## config.mk

```make
export PLATFORM = sky130hd
export DESIGN_NAME = pwmr_top
export DESIGN_NICKNAME = d
export VERILOG_FILES = /design/src/rtl/pwmr_pkg.sv /design/src/rtl/pwmr_regs.sv /design/src/rtl/pwmr_arm.sv /design/src/rtl/pwmr_chan.sv /design/src/rtl/pwmr_drive.sv /design/src/rtl/pwmr_top.sv
export SDC_FILE = /design/constraint.sdc
export NUM_CORES = 1
export LEC_CHECK = 0
export ABC_AREA = 1
export CAP_MARGIN = 25
export CELL_PAD_IN_SITES_DETAIL_PLACEMENT = 0
export CELL_PAD_IN_SITES_GLOBAL_PLACEMENT = 1
export CORE_UTILIZATION = 25
export DETAILED_ROUTE_END_ITERATION = 10
export HOLD_SLACK_MARGIN = 0.08
export PLACE_DENSITY = 0.51
export SYNTH_ARGS = -nofsm -noshare
export SYNTH_HDL_FRONTEND = slang
export SYNTH_SLANG_ARGS = --single-unit
```

## constraint.sdc

```tcl
create_clock -name clk -period 3.71 [get_ports clk]
set_clock_uncertainty 0.1 [all_clocks]
set_input_delay 0.742 -clock clk [delete_from_list [all_inputs] [get_ports clk]]
set_output_delay 0.742 -clock clk [all_outputs]
set_load 0.01 [all_outputs]
```

## src/rtl/pwmr_pkg.sv

```systemverilog
package pwmr_pkg;

    // Per-channel control nibble; field order fixes the bit positions in the control word.
    typedef struct packed {
        logic ptype;   // 1: push-pull, 0: open-drain
        logic pol;     // 1: normal, 0: inverted
        logic smooth;  // keep old waveform while staging
        logic trig;    // load request
    } pwmr_ctrl_t;

    localparam int CTRL_STRIDE    = $bits(pwmr_ctrl_t);
    localparam int ADDR_CTRL      = 0;
    localparam int ADDR_PRESC     = 1;
    localparam int ADDR_CHAN_BASE = 2;

    typedef enum logic [1:0] {
        ARM_WAIT_LOW,
        ARM_READY,
        ARM_HOLDING,
        ARM_SPENT
    } pwmr_arm_e;

    function automatic int chan_addr(input int ch, input bit is_duty);
        return ADDR_CHAN_BASE + 2 * ch + (is_duty ? 1 : 0);
    endfunction

    function automatic int max3(input int a, input int b, input int c);
        int m;
        m = (a > b) ? a : b;
        return (m > c) ? m : c;
    endfunction

    function automatic logic out_level(input logic raw, input pwmr_ctrl_t cb);
        if (!cb.smooth && !cb.trig) begin
            return 1'b1;
        end
        return cb.pol ? raw : !raw;
    endfunction

endpackage

```

## src/rtl/pwmr_regs.sv

```systemverilog
module pwmr_regs
    import pwmr_pkg::*;
#(
    parameter int NCH    = 2,
    parameter int CNT_W  = 8,
    parameter int PS_W   = 4,
    parameter int DATA_W = 32,
    parameter int ADDR_W = 3
) (
    input  logic                        clk,
    input  logic                        rst,
    input  logic                        wr_en,
    input  logic [ADDR_W-1:0]           addr,
    input  logic [DATA_W-1:0]           wdata,
    output logic [DATA_W-1:0]           rdata,
    output pwmr_ctrl_t [NCH-1:0]        ctrl_o,
    output logic [NCH-1:0][PS_W-1:0]    ps_o,
    output logic [NCH-1:0][CNT_W-1:0]   per_o,
    output logic [NCH-1:0][CNT_W-1:0]   duty_o
);

    localparam int USED_W = max3(NCH * CTRL_STRIDE, NCH * PS_W, CNT_W);

    pwmr_ctrl_t [NCH-1:0]      ctrl_q;
    logic [NCH-1:0][PS_W-1:0]  ps_q;
    logic [NCH-1:0][CNT_W-1:0] per_q;
    logic [NCH-1:0][CNT_W-1:0] duty_q;

    always_ff @(posedge clk) begin
        if (rst) begin
            ctrl_q <= '0;
            ps_q   <= '0;
            per_q  <= '0;
            duty_q <= '0;
        end else if (wr_en) begin
            for (int c = 0; c < NCH; c++) begin
                if (addr == ADDR_W'(ADDR_CTRL)) begin
                    ctrl_q[c] <= wdata[c*CTRL_STRIDE +: CTRL_STRIDE];
                end
                if (addr == ADDR_W'(ADDR_PRESC)) begin
                    ps_q[c] <= wdata[c*PS_W +: PS_W];
                end
                if (addr == ADDR_W'(chan_addr(c, 1'b0))) begin
                    per_q[c] <= wdata[CNT_W-1:0];
                end
                if (addr == ADDR_W'(chan_addr(c, 1'b1))) begin
                    duty_q[c] <= wdata[CNT_W-1:0];
                end
            end
        end
    end

    always_comb begin
        rdata = '0;
        for (int c = 0; c < NCH; c++) begin
            if (addr == ADDR_W'(ADDR_CTRL)) begin
                rdata[c*CTRL_STRIDE +: CTRL_STRIDE] = ctrl_q[c];
            end
            if (addr == ADDR_W'(ADDR_PRESC)) begin
                rdata[c*PS_W +: PS_W] = ps_q[c];
            end
            if (addr == ADDR_W'(chan_addr(c, 1'b0))) begin
                rdata[CNT_W-1:0] = per_q[c];
            end
            if (addr == ADDR_W'(chan_addr(c, 1'b1))) begin
                rdata[CNT_W-1:0] = duty_q[c];
            end
        end
    end

    generate
        if (USED_W < DATA_W) begin : g_spare
            logic unused_hi_bits;
            assign unused_hi_bits = ^wdata[DATA_W-1:USED_W];
        end
    endgenerate

    assign ctrl_o = ctrl_q;
    assign ps_o   = ps_q;
    assign per_o  = per_q;
    assign duty_o = duty_q;

endmodule

```

## src/rtl/pwmr_arm.sv

```systemverilog
module pwmr_arm
    import pwmr_pkg::*;
#(
    parameter int HOLD_CYC = 40
) (
    input  logic clk,
    input  logic rst,
    input  logic trig,
    output logic take_o
);

    localparam int HW = $clog2(HOLD_CYC + 1);
    localparam logic [HW-1:0] LAST = HW'(HOLD_CYC - 1);

    pwmr_arm_e     st_q;
    logic [HW-1:0] cnt_q;

    // cnt_q: qualifying cycles already seen before the current one.
    assign take_o = (st_q == ARM_HOLDING) && trig && (cnt_q == LAST);

    always_ff @(posedge clk) begin
        if (rst) begin
            st_q  <= ARM_WAIT_LOW;
            cnt_q <= '0;
        end else begin
            case (st_q)
                ARM_WAIT_LOW: begin
                    if (trig) begin
                        cnt_q <= '0;
                    end else if (cnt_q == LAST) begin
                        st_q <= ARM_READY;
                    end else begin
                        cnt_q <= cnt_q + HW'(1);
                    end
                end
                ARM_READY: begin
                    if (trig) begin
                        st_q  <= ARM_HOLDING;
                        cnt_q <= HW'(1);
                    end
                end
                ARM_HOLDING: begin
                    if (!trig) begin
                        st_q  <= ARM_WAIT_LOW;
                        cnt_q <= HW'(1);
                    end else if (cnt_q == LAST) begin
                        st_q <= ARM_SPENT;
                    end else begin
                        cnt_q <= cnt_q + HW'(1);
                    end
                end
                default: begin
                    if (!trig) begin
                        st_q  <= ARM_WAIT_LOW;
                        cnt_q <= HW'(1);
                    end
                end
            endcase
        end
    end

endmodule

```

## src/rtl/pwmr_chan.sv

```systemverilog
module pwmr_chan #(
    parameter int CNT_W = 8,
    parameter int PS_W  = 4
) (
    input  logic             clk,
    input  logic             rst,
    input  logic             take,
    input  logic [PS_W-1:0]  sh_ps,
    input  logic [CNT_W-1:0] sh_per,
    input  logic [CNT_W-1:0] sh_duty,
    output logic             raw_o,
    output logic [CNT_W-1:0] act_per_o,
    output logic [CNT_W-1:0] act_duty_o
);

    logic [PS_W-1:0]  act_ps, pend_ps, pre_q;
    logic [CNT_W-1:0] act_per, act_duty, pend_per, pend_duty, cnt_q;
    logic             pend_vld;
    logic             idle, tick, last, boundary;

    assign idle     = (act_per == '0);
    assign tick     = (pre_q == act_ps);
    assign last     = (cnt_q == act_per - CNT_W'(1));
    assign boundary = idle || (tick && last);
    assign raw_o    = !idle && (cnt_q < act_duty);

    always_ff @(posedge clk) begin
        if (rst) begin
            act_ps    <= '0;
            act_per   <= '0;
            act_duty  <= '0;
            pend_ps   <= '0;
            pend_per  <= '0;
            pend_duty <= '0;
            pend_vld  <= 1'b0;
            pre_q     <= '0;
            cnt_q     <= '0;
        end else begin
            if (pend_vld && boundary) begin
                act_ps   <= pend_ps;
                act_per  <= pend_per;
                act_duty <= pend_duty;
                pend_vld <= 1'b0;
                pre_q    <= '0;
                cnt_q    <= '0;
            end else if (!idle) begin
                if (tick) begin
                    pre_q <= '0;
                    cnt_q <= last ? '0 : cnt_q + CNT_W'(1);
                end else begin
                    pre_q <= pre_q + PS_W'(1);
                end
            end
            if (take) begin
                pend_ps   <= sh_ps;
                pend_per  <= sh_per;
                pend_duty <= sh_duty;
                pend_vld  <= 1'b1;
            end
        end
    end

    assign act_per_o  = act_per;
    assign act_duty_o = act_duty;

endmodule

```

## src/rtl/pwmr_drive.sv

```systemverilog
module pwmr_drive
    import pwmr_pkg::*;
(
    input  logic       raw,
    input  pwmr_ctrl_t cb,
    output logic       out_o,
    output logic       oe_o
);

    always_comb begin
        out_o = out_level(raw, cb);
        oe_o  = cb.ptype ? 1'b1 : !out_o;
    end

endmodule

```

## src/rtl/pwmr_top.sv

```systemverilog
module pwmr_top
    import pwmr_pkg::*;
#(
    parameter int NCH      = 2,
    parameter int CNT_W    = 8,
    parameter int PS_W     = 4,
    parameter int DATA_W   = 32,
    parameter int HOLD_CYC = 40,
    parameter int ADDR_W   = $clog2(ADDR_CHAN_BASE + 2 * NCH)
) (
    input  logic              clk,
    input  logic              rst,
    input  logic              wr_en,
    input  logic [ADDR_W-1:0] addr,
    input  logic [DATA_W-1:0] wdata,
    output logic [DATA_W-1:0] rdata,
    output logic [NCH-1:0]    pwm_o,
    output logic [NCH-1:0]    pwm_oe
);

    pwmr_ctrl_t [NCH-1:0]      ctrl;
    logic [NCH-1:0][PS_W-1:0]  ps;
    logic [NCH-1:0][CNT_W-1:0] per, duty, act_per_v, act_duty_v;
    logic [NCH-1:0]            take_v, raw_v, trig_v, smooth_v, pol_v, ptype_v;

    pwmr_regs #(
        .NCH(NCH), .CNT_W(CNT_W), .PS_W(PS_W), .DATA_W(DATA_W), .ADDR_W(ADDR_W)
    ) regs_i (
        .clk(clk), .rst(rst), .wr_en(wr_en), .addr(addr), .wdata(wdata),
        .rdata(rdata), .ctrl_o(ctrl), .ps_o(ps), .per_o(per), .duty_o(duty)
    );

    generate
        for (genvar g = 0; g < NCH; g++) begin : g_ch
            assign trig_v[g]   = ctrl[g].trig;
            assign smooth_v[g] = ctrl[g].smooth;
            assign pol_v[g]    = ctrl[g].pol;
            assign ptype_v[g]  = ctrl[g].ptype;

            pwmr_arm #(.HOLD_CYC(HOLD_CYC)) arm_i (
                .clk(clk), .rst(rst), .trig(trig_v[g]), .take_o(take_v[g])
            );

            pwmr_chan #(.CNT_W(CNT_W), .PS_W(PS_W)) chan_i (
                .clk(clk), .rst(rst), .take(take_v[g]),
                .sh_ps(ps[g]), .sh_per(per[g]), .sh_duty(duty[g]),
                .raw_o(raw_v[g]), .act_per_o(act_per_v[g]), .act_duty_o(act_duty_v[g])
            );

            pwmr_drive drive_i (
                .raw(raw_v[g]), .cb(ctrl[g]), .out_o(pwm_o[g]), .oe_o(pwm_oe[g])
            );
        end
    endgenerate

endmodule

```

# Word level (Yosys, flattened, before mapping)

Index checks and enable logic that the tools add are counted.

Register bits after elaboration: 170
Bits of input ports: 38

Bitwise operators: 2
Equal/unequal tests: 27
$add $sub $neg: 8
Mux-type cells: 52
Magnitude comparators: 2
Reductions and logical operators: 45

Operators with widths:

| operator            | count |
|---|---|
| $mux 6              | 10 |
| $mux 8              | 6 |
| $pmux 6 s3          | 2 |
| $mux 2              | 12 |
| $mux 4              | 6 |
| $reduce_and 2->1    | 10 |
| $add 8x1->8 const B | 2 |
| $eq 8x8->1          | 2 |
| $logic_not 8->1     | 2 |
| $lt 8x8->1          | 2 |
| $sub 8x1->8 const B | 2 |
| $mux 1              | 14 |
| $add 6x1->6 const B | 2 |
| $eq 6x6->1 const B  | 2 |
| $logic_and 1x1->1   | 12 |
| $pmux 2 s3          | 2 |
| $logic_not 1->1     | 10 |
| $reduce_and 5->1    | 2 |
| $add 4x1->4 const B | 2 |
| $eq 4x4->1          | 2 |
| $ne 2x2->1 const B  | 4 |
| $ne 4x1->1 const B  | 2 |
| $eq 3x2->1 const B  | 2 |
| $eq 3x3->1 const B  | 2 |
| 12 further kinds    | 22 |

# Depth between registers and ports, before layout

Gate-level depths: netlist of the first run.

Word-level depth: 9
Mapped depth: 15

# Cells and area by module

From an unflattened synthesis of the first run, not the netlist that was laid out.

Cells, all modules: 1274
Area total of the unflattened synthesis: 8958.6 um2

By module, submodules not included:

| module     | cells each | area each (um2) | times used |
|---|---|---|---|
| pwmr_chan  | 393        | 2737.6          | 2 |
| pwmr_regs  | 328        | 2344.7          | 1 |
| pwmr_arm   | 70         | 523.0           | 2 |
| pwmr_drive | 10         | 46.3            | 2 |

# Worst setup path after synthesis of the first run

Ideal clock, no wire load.

Path type: register to output
Start point: register g_ch[0].chan_i.act_per[0]
End point: output pwm_oe[0]
Slack: 1320 ps
Buffers on the path: 1
Cell stages (with the launch flop): 11
Data arrival time: 1548 ps
Path through: dfxtp_1 -> inv_2 -> ha_1 -> nand4_1 -> nor2_2 -> inv_2 -> nand3_1 -> nand2_1 -> o211ai_1 -> nand2_1 -> buf_4

Word-level cells in the longest chain between the ends: 8

Ends and longest elaborated chain:

| item                      | line             | text |
|---|---|---|
| from (decl)               | pwmr_chan.sv:17  | `logic [CNT_W-1:0] act_per, act_duty, pend_per, pend_duty, cnt_q;` |
| from (signal assigned)    | pwmr_chan.sv:41  | `act_per <= pend_per;` |
| $logic_not 8->1 (*)       | pwmr_chan.sv:21  | `assign idle = (act_per == '0);` |
| $logic_not 1->1 (*)       | pwmr_chan.sv:25  | `assign raw_o = !idle && (cnt_q < act_duty);` |
| $logic_and 1x1->1 (*)     | pwmr_chan.sv:25  |  |
| $logic_not 1->1           | pwmr_pkg.sv:37   | `return cb.pol ? raw : !raw;` |
| $mux 1 (*) (2 in series)  | pwmr_pkg.sv:37   |  |
| net g_ch[0].drive_i.out_o | pwmr_drive.sv:6  | `output logic out_o,` |
| $logic_not 1->1 (*)       | pwmr_drive.sv:12 | `oe_o = cb.ptype ? 1'b1 : !out_o;` |
| $mux 1 (*)                | pwmr_drive.sv:12 |  |
| to (decl)                 | pwmr_top.sv:18   | `output logic [NCH-1:0] pwm_oe` |

The timed path passes the listed nets; every way through them passes the cells marked *.

# Worst setup path in the final report of the first run

Start point: input addr[1]
End point: output rdata[7]

Word-level cells in the longest chain between the ends: 7

Ends and longest elaborated chain:

| item        | line            | text |
|---|---|---|
| from (decl) | pwmr_top.sv:14  | `input logic [ADDR_W-1:0] addr,` |
| $eq 3x2->1  | pwmr_regs.sv:62 | `if (addr == ADDR_W'(chan_addr(c, 1'b0))) begin` |
| $mux 8      | pwmr_regs.sv:62 |  |
| $mux 8      | pwmr_regs.sv:65 | `if (addr == ADDR_W'(chan_addr(c, 1'b1))) begin` |
| $mux 4      | pwmr_regs.sv:56 | `if (addr == ADDR_W'(ADDR_CTRL)) begin` |
| $mux 4      | pwmr_regs.sv:59 | `if (addr == ADDR_W'(ADDR_PRESC)) begin` |
| $mux 8      | pwmr_regs.sv:62 |  |
| $mux 8 (*)  | pwmr_regs.sv:65 |  |
| to (decl)   | pwmr_top.sv:16  | `output logic [DATA_W-1:0] rdata,` |

Mark *: on every way between the ends. The rest lies on a longest branch, timed or not.

==> results.md, run 1 <==
- DR pass1 iterations: 5
- Final ANT Viol Nets: 0
- Critical Path RT: approximately 2.9 ns
- Clock Latency Late Sink: roughly 0.43 ns
- Die height: 189 um
- Clk root buf: clkbuf_16
- Non-filler instance count after layout: 1731
- P_int: 2.82 mW
- Number of synthesis warnings: 0
- Mean Syn Cell Area: 7.01 um^2
- Synthesis-stage register bit count: 170
- WP buf/inv: 3
- Seq/Total Area, Yosys: between 30% and 40%
- Area contributors post-synth: dfxtp_1 39%, nand2_1 8.7%, a21oi_1 8.3%
- DRC violation count after routing: 0
- Worst r2r src: g_ch[0].chan_i.act_per_o[0]
- Routed WL: ~24000 um
- Most used DFF post-synth: dfxtp_1
- Ant. Diodes: 0
- Post-place setup slack: 0.0565 ns
- WHS Endpoint: g_ch[1].chan_i.pend_ps[1]
- Largest family of logic cells by synthesized area: simple AND/OR/NAND/NOR gates
- Placed standard-cell area: 9410 um^2
- R2R Path End: g_ch[0].chan_i.act_per_o[0]
- Final Max Tran Viols: 0
- Clock Power Share: ~45%
- Clock sink total: 170
- 1st-iter DRT viols: between 300 and 400
- Fin area: around 10000 um^2
- Hold/Removal Path Class: register to register
- Top cell type's share of synthesized area: between 30% and 40%
- # port buffers: 25
- Combinational Power Share: 5.3%
- Fraction of layout cells with a size suffix above 1: about 6.4%
- Adder-cell share of the synthesized area: 4.27%
- Post-synth EDFFs: 0
- Chip width: around 190 um
- Final nets: between 1000 and 1500
- DP Wirelength: 17400 um
- H-Tree Depth: 4
- WP data arrival: between 2 and 3 ns
- CP dominant cell by count: clkdlybuf4s50_1
- Worst slew pin tran: 0.907 ns
- CP Max Fanout: 6
- Initial Utilization: 25.4%
- CTS tree: yes
- Drt wl/cell: between 10 and 15 um
- Worst R2R Setup Slack: roughly 1.2 ns
- Clk pin slew, worst setup/hold paths: roughly 0.06 ns
- Number of global-route vias before repair: 7286
- Grt total ovfl: 0
- WHS Path Cells: 2
- Final core utilization: between 20% and 30%
- XOR/XNOR Fraction of Synth Area: between 3 and 4%
- Critical path type: input pin to output port
- Synth area leader: dfxtp_1
- Startpoint types: input pin
- Worst-path cell chain: clkdlybuf4s50_1 > nor2_1 > nand2_1 > buf_4 > o221ai_1 > a21oi_1 > o211ai_1 > clkdlybuf4s50_1
- Sequential group share of total power: between 50% and 60%
- Max-Slew Margin vs Limit: roughly two fifths
- Max-Cap Viols: 0
- Switching portion of total power: between 20% and 30%
- Worst Setup Slack, final: 0.167 ns
- Gpl congestion: 0.767
- Mux cell area share after synthesis: 0%
- Crit path time final: roughly 3.5 ns
- RSZ-0062 raised after global routing: true
- Post-synth cell types: 39
- Pwr dens: roughly 370 nW/um^2
- Slowest stage delay, CP: 0.61 ns
- Largest net degree at the start of global routing: 70
- Setup TNS: 0 ns
- Worst hold slack: between 0.3 and 0.4 ns
- First-pass GRT wire length: 39700 um
- Top post-synthesis cells by count: 203 x nand2_1, 170 x dfxtp_1, 166 x inv_1
- Initial antenna violation count: 0
- Psw: between 0.9 and 1 mW
- Via density: ~4.4
- Synthesis-to-finish area growth: 13.6%
- Vias: about 7500
- Final Cycle Share: a little over nine tenths
- Fin. Hold Viols: 0
- Crit-path slowest cell: clkdlybuf4s50_1
- Worst setup EP type: output port
- Cell Area, Synth: approximately 8800 um^2
- Largest delay share family, worst path: buffers and inverters
- Tot Pwr: approximately 3.7 mW
- Tot GR Track Use: between 10 and 15%
- Post-synthesis compound-gate area fraction: around 17%
- Leakage power: 3.95 nW
- Peak supply drop: 295 uV
- Status: finished, final reports clean
- Count leader, synth: nand2_1
- Die Area: between 30000 and 40000 um^2
- Placed Instances: between 1500 and 2000
- Worst R2R Path Depth: 14
- Fmax: around 0.28 GHz
- Syn Inst Count: roughly 1300
- Min-delay src: g_ch[1].chan_i.pend_ps[1]
- Final setup vio count: 0
- Async SR Flop Fraction: 0%
- I/O pins: 74
- Num rows: about 70
- CTS Buffer Depth: 2
- Simple-gate area share of the yosys netlist: about a quarter
- Num CTS Buffers: 17
- Core area: approximately 35000 um^2
-- timing repair --
item	CTS	global route
gates resized for setup	0	4
buffers inserted	0	2
hold buffers	0	0
endpoints found under the setup margin	0	5
-- metal layers --
metal	vias to the layer above	global-route usage [%]	share of wire (%)
li1	4039	-	-
met5	-	0	0
met2	68	21.6	44
met3	17	2.19	1.9
met4	0	3.35	1.0
met1	3408	19.9	53
-- worst max path at each step --
stage | from | to | slack [ns] | cells after the start
final | addr[1] | rdata[7] | 0.17 | 8
after detailed placement | addr[2] | rdata[1] | 0.06 | 9
after floorplan | g_ch[0].chan_i.act_per_o[0] | pwm_oe[0] | 1.32 | 10
after global routing | g_ch[0].chan_i.act_per_o[0] | pwm_oe[0] | -0.006 | 9
after CTS | addr[2] | rdata[1] | 0.04 | 9
after global placement | addr[2] | rdata[1] | 0.05 | 9
-- flip-flops by register name, indices dropped and copies added, names as in the netlist, 8 cells and up --
| register | cells |
|---|---|
| g_ch.chan_i.pend_per | 16 |
| regs_i.duty_o | 16 |
| g_ch.chan_i.pend_ps | 8 |
| g_ch.chan_i.act_per_o | 16 |
| g_ch.chan_i.pre_q | 8 |
| g_ch.arm_i.cnt_q | 12 |
| g_ch.chan_i.cnt_q | 16 |
| g_ch.chan_i.act_ps | 8 |
| g_ch.chan_i.pend_duty | 16 |
| regs_i.ctrl_o | 8 |
| g_ch.chan_i.act_duty_o | 16 |
| regs_i.per_o | 16 |
| regs_i.ps_o | 8 |
-- cell families (layout without fill, tap and decap cells) --
kind of cell	Yosys count	in the layout
flip-flops	170	170
XOR/XNOR	35	35
adder cells (fa/ha/maj)	30	30
AO/OA/AOI/OAI	288	288
other	1	24
buffers and inverters	251	251
AND/OR/NAND/NOR	478	478
-- power groups by stage --
| stage | registers (mW) | clock network, mW | logic [mW] |
|---|---|---|---|
| after floorplan | 1.90 | 0 | 0.139 |
| after global placement | 1.91 | 0 | 0.199 |
| after detailed placement | 1.91 | 0 | 0.200 |
| after CTS | 1.87 | 1.74 | 0.200 |
| after global routing | 1.87 | 1.81 | 0.223 |
| final | 1.87 | 1.67 | 0.197 |
-- area by class of cell --
type / instances / area (um^2)
multi-input cells: 855 / 4380
inverters: 174 / 654
clock buffers: 21 / 470
well taps: 455 / 569
repair buffers: 46 / 433
flip-flops and latches: 170 / 3400
fillers: 3914 / 24600
clock inverters: 10 / 70.1
-- worst reg2reg max path, cell delays in order (launching register included) --
cell and delay (ns):
dfxtp_1 0.41, inv_2 0.08, ha_1 0.30, inv_1 0.04, nand2_1 0.05, nand2_1 0.04, nor2_1 0.10, nand4_1 0.10
nor2_1 0.22, nand3_2 0.14, nand2_2 0.33, buf_4 0.28, nand3_1 0.11, nand2_1 0.10, nor2_1 0.04
-- cell usage in the layout (no fill, tap or decap), types with 5 or more instances in the layout --
master             n
clkinvlp_4         5
nand4_1           14
nand3_1           86
o221ai_1           9
inv_1            165
nor2_1           134
clkbuf_16         17
nor2_2             8
xnor2_1            8
buf_4             19
clkdlybuf4s50_1   25
o211ai_1           5
conb_1            24
nor3_1            10
ha_1              30
nand3b_1           5
dfxtp_1          170
inv_2              6
nand2_1          203
xor2_1            27
a21oi_1          146
o21ai_0          113
Note: power is estimated with default switching activity, not from simulation.
==> run 2, diff against run 1 <==
- CAP_MARGIN: 25 -> default
- PLACE_DENSITY: 0.51 -> 0.62
==> run 2 against run 1 <==
Fmax decreased by 0.47%. Setup slack worse by 0.017 ns. Highest routed layer unchanged. Die area stayed put. Sequential power about the same.
==> results.md, run 2 (same netlist as run 1, synthesis figures left out) <==
- Pwr dens: ~390 nW/um^2
- Post-place setup slack: around 0.017 ns
- Gpl congestion: between 0.7 and 0.8
- Crit-path slowest cell: clkdlybuf4s50_1
- Final Max Tran Viols: 0
- DR pass1 iterations: 6
- Placed standard-cell area: 9370 um^2
- Top layer used by detailed routing: met4
- Synthesis-to-finish area growth: 13.5%
- Number of global-route vias before repair: about 7000
- Crit path time final: approximately 3.6 ns
- Worst-path cell chain: clkdlybuf4s50_1 > nor2_1 > nand2_1 > buf_4 > o221ai_1 > a21oi_1 > o211ai_1 > clkdlybuf4s50_1
- Clock sink total: 170
- Vias: 7567
- Placed Instances: approximately 1700
- CP dominant cell by count: clkdlybuf4s50_1
- Final ANT Viol Nets: 0
- Peak supply drop: 221 uV
- Final nets: around 1300
- Non-filler instance count after layout: approximately 1700
- Fin. Hold Viols: 0
- # port buffers: 25
- Clk root buf: clkbuf_16
- CTS Buffer Depth: 2
- First-pass GRT wire length: approximately 36000 um
- Num rows: 68
- I/O pins: between 70 and 80
- Critical path type: input pin to output port
- Worst slew pin tran: 0.999 ns
- Worst setup EP type: output port
- Slowest stage delay, CP: 0.61 ns
- RSZ-0062 raised after global routing: false
- WL met3: 519 um
- Tot GR Track Use: approximately an eighth
- Worst r2r src: g_ch[0].arm_i.cnt_q[0]
- Routed wl met2: 9700 um
- Initial antenna violation count: 0
- Ant. Diodes: 0
- Commonest non-fill, non-tap cells in the layout: 203 x nand2_1, 170 x dfxtp_1, 165 x inv_1
- H-Tree Depth: 4
- WP data arrival: about 2.7 ns
- Setup TNS: 0 ns
- Die height: between 150 and 200 um
- Drt wl/cell: 12.7 um
- Clk pin slew, worst setup/hold paths: ~0.06 ns
- Largest delay share family, worst path: buffers and inverters
- Metal-1 WL: 11400 um
- Routed WL: 22000 um
- WP buf/inv: 3
- Hold/Removal Path Class: register to register
- 1st-iter DRT viols: 381
- DRC violation count after routing: 0
- Fraction of layout cells with a size suffix above 1: under 10%
- Critical Path RT: around 2.9 ns
- Fin area: between 9000 and 10000 um^2
- Crit path from: addr[0]
- Num CTS Buffers: 17
- Startpoint types: input pin
- Fmax: between 0.2 and 0.3 GHz
- Final setup vio count: 0
- Via density: around 4.4
- Worst Setup Slack, final: around 0.15 ns
- Fill cells: approximately 3900
- Die Area: approximately 36000 um^2
- CTS tree: yes
- Final core utilization: ~29%
- Max-Cap Viols: 0
- Clock Latency Late Sink: approximately 0.43 ns
- Commonest non-fill, non-tap cell in the layout: nand2_1
- Largest net degree at the start of global routing: 98
- Initial Utilization: 25.4%
- Leakage power: around 4.0 nW
- Status: finished, final reports clean
- CP Max Fanout: 5
- DP Wirelength: approximately 16000 um
- Grt total ovfl: 0
- Core area: 34500 um^2
- Max-Slew Margin vs Limit: between 30% and 40%
- Chip width: roughly 190 um
- Final Cycle Share: between 90% and 100%
- Min-delay src: g_ch[0].chan_i.pend_duty[6]
-- run 2: changes by cell type in the layout (fill, tap and decap cells not counted), sizes merged, moves of 3 or more --
| cell | delta |
|---|---|
| buf | -4 |
| clkinvlp | -4 |
| bufinv | +3 |
| clkbuf | +3 |
-- run 2: area by class of cell --
cell class                      count  area, um^2  area share (%)
Inverter                          174         654            6.57
Multi-Input combinational cell    855        4370            43.8
Timing Repair Buffer               42         395            3.97
Tap cell                          455         569            5.71
Sequential cell                   170        3400            34.1
Clock inverter                      7         116            1.17
Clock buffer                       24         462            4.63
-- run 2: metrics by stage --
step	total power, mW	hold WS, ns
2_1_floorplan	2.04	0.330
3_3_place_gp	2.10	0.341
3_5_place_dp	2.10	0.345
4_1_cts	3.91	0.355
5_1_grt	4.02	0.373
6_report	3.86	0.353
-- run 2: path summary, 6_finish.rpt --
kind | endpoint | slack (ns) | depth (start not counted)
worst max-delay path | rdata[7] | 0.15 | 8
worst min-delay path | g_ch[0].chan_i.pend_duty[6] | 0.35 | 2
worst max register to register | g_ch[0].chan_i.pend_per[2] | 1.06 | 8
worst min register to register | g_ch[0].chan_i.pend_duty[6] | 0.35 | 2
-- run 2: what timing repair did --
| action | CTS | global route |
|---|---|---|
| endpoints found under the setup margin | 1 | 4 |
| gates cloned | 0 | 0 |
| pin swaps | 0 | 1 |
| gates resized for setup | 1 | 2 |
| setup buffers | 0 | 1 |
| hold buffers | 0 | 0 |
-- run 2: worst register-to-register path: stages (launching register included) --
cell	delay (ns)
dfxtp_1	0.42
ha_1	0.20
nand2_1	0.05
inv_1	0.08
nand4_1	0.23
inv_1	0.18
nand2_1	0.58
o21ai_0	0.60
a21oi_1	0.07
-- run 2: power breakdown --
group	internal, mW	switching [mW]	leakage (nW)
registers	1.85	0.0193	1.37
clock network	1.08	0.730	0.279
logic	0.0651	0.125	2.33
-- run 2: per-layer routing --
metal,global-route usage [%],vias up
met5,0,-
met4,3.88,0
met3,2.26,22
met2,19.4,72
met1,17.9,3454
li1,-,4019
